--- src/rtl/sync_relock_pkg.sv ---
package sync_relock_pkg;

  // true when v lies in [lo, lo+len)
  function automatic logic in_span(input int unsigned v, input int unsigned lo,
                                   input int unsigned len);
    return (v >= lo) && (v < lo + len);
  endfunction

endpackage

--- src/rtl/srg_vs_edge.sv ---
module srg_vs_edge #(
  parameter bit ACTIVE_HIGH = 1'b1
) (
  input  logic clk_i,
  input  logic rst_ni,
  input  logic vs_async_i,
  output logic vs_edge_o
);
  localparam bit IDLE = !ACTIVE_HIGH;

  // [0],[1] synchroniser, [2] edge history
  logic [2:0] pipe_q;

  always_ff @(posedge clk_i or negedge rst_ni) begin
    if (!rst_ni) pipe_q <= {3{IDLE}};
    else         pipe_q <= {pipe_q[1:0], vs_async_i};
  end

  generate
    if (ACTIVE_HIGH) begin : g_rise
      assign vs_edge_o = pipe_q[1] & ~pipe_q[2];
    end else begin : g_fall
      assign vs_edge_o = ~pipe_q[1] & pipe_q[2];
    end
  endgenerate

  a_r10_single_pulse: assert property (@(posedge clk_i) disable iff (!rst_ni)
    vs_edge_o |=> !vs_edge_o);

endmodule

--- src/rtl/srg_hcount.sv ---
module srg_hcount #(
  parameter int unsigned H_TOTAL = 800,
  parameter int unsigned XW      = $clog2(H_TOTAL)
) (
  input  logic          clk_i,
  input  logic          rst_ni,
  output logic [XW-1:0] x_o,
  output logic          line_end_o
);
  localparam logic [XW-1:0] X_LAST = XW'(H_TOTAL - 1);

  logic [XW-1:0] x_q;

  always_ff @(posedge clk_i or negedge rst_ni) begin
    if (!rst_ni)            x_q <= '0;
    else if (x_q == X_LAST) x_q <= '0;
    else                    x_q <= x_q + 1'b1;
  end

  assign x_o        = x_q;
  assign line_end_o = (x_q == X_LAST);

  a_r2_wrap: assert property (@(posedge clk_i) disable iff (!rst_ni)
    (x_q == X_LAST) |=> (x_q == '0));
  a_r2_step: assert property (@(posedge clk_i) disable iff (!rst_ni)
    (x_q != X_LAST) |=> (x_q == $past(x_q) + 1'b1));

endmodule

--- src/rtl/srg_vcount.sv ---
module srg_vcount #(
  parameter int unsigned V_TOTAL   = 449,
  parameter int unsigned Y_PRELOAD = 435,
  parameter int unsigned YW        = $clog2(V_TOTAL)
) (
  input  logic          clk_i,
  input  logic          rst_ni,
  input  logic          line_end_i,
  input  logic          preload_i,
  output logic [YW-1:0] y_o
);
  localparam logic [YW-1:0] Y_LAST = YW'(V_TOTAL - 1);
  localparam logic [YW-1:0] Y_LOAD = YW'(Y_PRELOAD);

  logic [YW-1:0] y_q;

  always_ff @(posedge clk_i or negedge rst_ni) begin
    if (!rst_ni)         y_q <= '0;
    else if (preload_i)  y_q <= Y_LOAD;   // source sync wins over line step
    else if (line_end_i) y_q <= (y_q == Y_LAST) ? '0 : y_q + 1'b1;
  end

  assign y_o = y_q;

  a_r5_preload: assert property (@(posedge clk_i) disable iff (!rst_ni)
    preload_i |=> (y_q == Y_LOAD));
  a_r3_hold: assert property (@(posedge clk_i) disable iff (!rst_ni)
    (!preload_i && !line_end_i) |=> $stable(y_q));
  a_r4_wrap: assert property (@(posedge clk_i) disable iff (!rst_ni)
    (!preload_i && line_end_i && y_q == Y_LAST) |=> (y_q == '0));

endmodule

--- src/rtl/sync_relock_gen.sv ---
module sync_relock_gen #(
  parameter int unsigned H_ACTIVE  = 640,
  parameter int unsigned H_FRONT   = 16,
  parameter int unsigned H_SYNC    = 96,
  parameter int unsigned H_BACK    = 48,
  parameter int unsigned V_ACTIVE  = 400,
  parameter int unsigned V_FRONT   = 12,
  parameter int unsigned V_SYNC    = 2,
  parameter int unsigned V_BACK    = 35,
  parameter int unsigned Y_PRELOAD = 435,
  parameter bit          EXT_VS_HIGH = 1'b1,
  parameter int unsigned XW = $clog2(H_ACTIVE + H_FRONT + H_SYNC + H_BACK),
  parameter int unsigned YW = $clog2(V_ACTIVE + V_FRONT + V_SYNC + V_BACK)
) (
  input  logic          clk_i,
  input  logic          rst_ni,
  input  logic          ext_vsync_i,
  output logic [XW-1:0] x_o,
  output logic [YW-1:0] y_o,
  output logic          hsync_o,
  output logic          vsync_o,
  output logic          active_o,
  output logic          line_start_o
);
  import sync_relock_pkg::*;

  localparam int unsigned H_TOTAL  = H_ACTIVE + H_FRONT + H_SYNC + H_BACK;
  localparam int unsigned V_TOTAL  = V_ACTIVE + V_FRONT + V_SYNC + V_BACK;
  localparam int unsigned HS_START = H_ACTIVE + H_FRONT;
  localparam int unsigned VS_START = V_ACTIVE + V_FRONT;

  logic          vs_edge;
  logic          line_end;
  logic [XW-1:0] x_q;
  logic [YW-1:0] y_q;

  srg_vs_edge #(.ACTIVE_HIGH(EXT_VS_HIGH)) u_vs_edge (
    .clk_i      (clk_i),
    .rst_ni     (rst_ni),
    .vs_async_i (ext_vsync_i),
    .vs_edge_o  (vs_edge)
  );

  srg_hcount #(.H_TOTAL(H_TOTAL), .XW(XW)) u_hcount (
    .clk_i      (clk_i),
    .rst_ni     (rst_ni),
    .x_o        (x_q),
    .line_end_o (line_end)
  );

  srg_vcount #(.V_TOTAL(V_TOTAL), .Y_PRELOAD(Y_PRELOAD), .YW(YW)) u_vcount (
    .clk_i      (clk_i),
    .rst_ni     (rst_ni),
    .line_end_i (line_end),
    .preload_i  (vs_edge),
    .y_o        (y_q)
  );

  assign x_o          = x_q;
  assign y_o          = y_q;
  assign hsync_o      = in_span(32'(x_q), HS_START, H_SYNC);
  assign vsync_o      = in_span(32'(y_q), VS_START, V_SYNC);
  assign active_o     = (32'(x_q) < H_ACTIVE) && (32'(y_q) < V_ACTIVE);
  assign line_start_o = (x_q == '0);

  a_r6_hsync_blank: assert property (@(posedge clk_i) disable iff (!rst_ni)
    hsync_o |-> !active_o);
  a_r7_vsync_blank: assert property (@(posedge clk_i) disable iff (!rst_ni)
    vsync_o |-> !active_o);
  a_r9_start_after_wrap: assert property (@(posedge clk_i) disable iff (!rst_ni)
    line_end |=> line_start_o);
  a_r11_x_free: assert property (@(posedge clk_i) disable iff (!rst_ni)
    (vs_edge && !line_end) |=> (x_o == $past(x_o) + 1'b1));

endmodule

--- config.mk ---
export PLATFORM = sky130hd
export DESIGN_NAME = sync_relock_gen
export DESIGN_NICKNAME = d
export VERILOG_FILES = /design/src/rtl/sync_relock_pkg.sv /design/src/rtl/srg_vs_edge.sv /design/src/rtl/srg_hcount.sv /design/src/rtl/srg_vcount.sv /design/src/rtl/sync_relock_gen.sv
export SDC_FILE = /design/constraint.sdc
export NUM_CORES = 1
export LEC_CHECK = 0
export BUFFER_PORTS_ARGS = -buffer_cell sky130_fd_sc_hd__buf_2
export CORE_UTILIZATION = 55
export DETAILED_ROUTE_END_ITERATION = 8
export PLACE_DENSITY = 0.91
export REMOVE_ABC_BUFFERS = 1
export SKIP_LAST_GASP = 1
export SLEW_MARGIN = 10
export SYNTH_ARGS = -nofsm -noshare
export SYNTH_HDL_FRONTEND = slang
export SYNTH_HIERARCHICAL = 1
export SYNTH_SLANG_ARGS = --single-unit
--- constraint.sdc ---
create_clock -name clk_i -period 3.5 [get_ports clk_i]
set_input_delay 0.175 -clock clk_i [delete_from_list [all_inputs] [get_ports clk_i]]
set_output_delay 0.175 -clock clk_i [all_outputs]
set_load 0.01 [all_outputs]
==> metrics.csv <==
stage,metric,value,unit
routing,DR DRC count,0,
timing,fmax,392,MHz
timing,Clock Skew,0.00516,ns
cts,Clock Sinks,22,
worst_setup_path,crit path kind,reg2reg,
power_and_ir_drop,Power per Cell Area,279,nW/um^2
timing,# setup viols final,0,
synth,Post-synth ARST share,100,%
global_routing,gr usage total,24.6,%
finish,P&R area growth vs syn,16.7,%
finish,nets,147,
outcome,status,completed,
cts,Root Buffer,clkbuf_4,
worst_setup_path,crit path DAT,2.75,ns
synth,Mapped Cells,111,
routing,1st-iter DRT viols,27,
timing,Final Hold Fails,0,
timing,Worst-Margin Slew,0.512,ns
finish,Multi-input gate area,582,sq um
floorplanning,Initial Util,58.9,%
routing,routed wire length,2470,microns
worst_setup_path,startpoint types,flip-flop,
synth,synth warn,6,
timing,Final Max Tran Viols,0,
timing,Final TNS setup,0,ns
placement,dpl hpwl,1700,microns
synth,Yosys top cell by area,dfrtp_1,
routing,DRT antenna net count,0,
routing,Vias per Instance,6.02,
cts,Num CTS Buffers,3,
floorplanning,die area,2290,sq um
timing,Final min period,2.55,ns
cts,CTS H-Tree Depth,1,
timing,RSZ-0062 raised after global routing,no,
synth,synth top area cells,"dfrtp_1 48%, xor2_1 4.5%, nand2_1 3.9%",
power_and_ir_drop,clock share of power,29.3,%
synth,"Top FF cell, synth",dfrtp_1,
finish,share of cells above drive strength 1,26.6,%
synth,cell with the most instances after synthesis,dfrtp_1,
placement,gpl congestion,0.846,
timing,Rel. slew slack,65.9,%
global_routing,largest net degree at the start of global routing,23,
placement,Placed Cells incl. Taps,161,
floorplanning,Die Wd,47.8,microns
finish,sequential cell area,551,sq um
synth,top-area cell type share of the netlist area,47.6,%
worst_setup_path,critical path capture point type,flip-flop,
power_and_ir_drop,Static Leak,0.573,nW
finish,Filler Cells Inserted,170,
finish,n_diodes,0,
global_routing,GRT Residual Overflow,0,
timing,post-route clock period utilization,72.8,%
placement,dpl ws,1.00,ns
synth,synthesized cell area,1160,sq um
global_routing,vias in the first global route,859,
cts,Worst-path clk slew,0.11,ns
power_and_ir_drop,share of power burned in registers,68.1,%
placement,I/O Buffers,25,
floorplanning,die height,47.8,microns
floorplanning,core area,1960,sq um
flow_run,MaxCap Viol Count,0,
synth,Mapped Avg Cell Area,10.4,sq um
synth,synth cell count leaders,"22 x dfrtp_1, 12 x nand2_1, 6 x xor2_1",
synth,number of enable flip-flop cells after synthesis,0,
routing,via count,1000,
synth,Netlist cell types,40,
power_and_ir_drop,Comb power frac,2.6,%
power_and_ir_drop,Int Pwr,0.000299,W
min_path,Hold WC Path Type,in2async,
floorplanning,IO Count,26,
cts,Clock Path Buffers,2,
worst_setup_path,Worst Path Required,3.70,ns
timing,setup slack after layout,0.952,ns
timing,Fin Hold WS,0.354,ns
synth,Synth Register Bits,22,
cts,CTS tree,yes,
cts,"Clk Latency, worst-skew pair",0.30,ns
power_and_ir_drop,Max IR drop VDD,209,uV
routing,Pre-antenna DRT Iters,4,
power_and_ir_drop,switching share of power,20.5,%
routing,wire per inst,14.9,microns
floorplanning,Rows,16,
synth,sequential area share after synthesis,47.6,%
power_and_ir_drop,switching power,0.0000774,W
global_routing,first-pass GRT wire length,3790,microns
finish,fin cells,166,
cts,# Post-CTS Setup Buffers,0,
worst_setup_path,CP Max Fanout,13,
global_routing,initial antenna violation count,0,
## cells in the final DEF (no fill, tap or decap), types with 2 or more instances in the layout
master and n:
buf_2 25, dfrtp_1 22, nand2_1 12, xor2_1 6, nor3_1 5, nand3_1 5, o21ai_0 4, or4_1 4
a21oi_1 4, nor2_1 4, inv_1 4, nand4_1 4, clkbuf_4 3, ha_1 3, and3_1 2, nor4_1 2
dlygate4sd3_1 2, a31oi_1 2, xnor2_1 2, nor2b_1 2, nand2b_1 2
## registers in the layout, indices dropped and copies added, names as in the netlist
name	count
u_hcount/x_o	10
u_vcount/y_o	9
u_vs_edge/pipe_q	3
## worst max-delay path: stages (launching register included)
cell      delay [ns]
dfrtp_1         0.43
ha_1            0.24
and4_1          0.28
nor3b_4         0.49
inv_1           0.23
or4_1           0.53
xor2_1          0.16
nand2b_1        0.08
## power by group through the flow
stage / Combinational (W) / Clock [W] / Sequential, W
3_3_place_gp: 0.00000839 / 0 / 0.000262
2_1_floorplan: 0.00000223 / 0 / 0.000262
4_1_cts: 0.0000102 / 0.000114 / 0.000257
6_report: 0.00000982 / 0.000110 / 0.000257
5_1_grt: 0.0000115 / 0.000125 / 0.000257
3_5_place_dp: 0.00000852 / 0 / 0.000262
## layer usage
layer | track usage [%] | wire [microns]
met5 | 0 | 0
met1 | 33.1 | 1060
met4 | 11.7 | 72
met3 | 5.28 | 110
met2 | 37.8 | 1230
## worst paths after layout
check / start / end / slack, ns / cells after the start
max in group asynchronous: rst_ni / u_hcount/x_o[5] / 2.83 / 2
setup / recovery: u_hcount/x_o[1] / u_vcount/y_o[5] / 0.95 / 7
hold reg to reg: u_vs_edge/pipe_q[0] / u_vs_edge/pipe_q[1] / 0.37 / 0
setup reg to reg: u_hcount/x_o[1] / u_vcount/y_o[5] / 0.95 / 7
hold / removal: rst_ni / u_vcount/y_o[8] / 0.35 / 2
min in group clk_i: u_vs_edge/pipe_q[0] / u_vs_edge/pipe_q[1] / 0.37 / 0
## cell type report
class	instances	share of cell area, %
Multi-Input combinational cell	83	43.1
Inverter	4	1.11
Timing Repair Buffer	27	10.8
Clock buffer	3	1.67
Tap cell	27	2.50
Sequential cell	22	40.8
## kinds of logic (layout without fill, tap and decap cells)
group                      after synthesis  count (layout)  synth area share (%)
adders and majority gates                3               3                  3.25
DFF                                     22              22                  47.6
and+or+nand+nor                         54              54                  30.4
xor gates and xnor gates                 8               8                  6.06
buffers and inverters                    6              34                  2.06
AOI/OAI and AO/OA                       18              18                  10.6
## metrics by stage
step	total power (W)	utilization [%]	instance area (sq um)
floorplan	0.000264	-	1150
CTS	0.000381	68.8	1350
detailed placement	0.000270	66.6	1310
global route	0.000393	68.8	1350
global placement	0.000270	66.6	1310
finish	0.000377	68.8	1350
## what timing repair did
item                      CTS  global route
hold buffers                2             0
hold endpoints to repair   23             0
gates resized for setup     0             0
No activity file was read; power rests on OpenSTA's default activity.
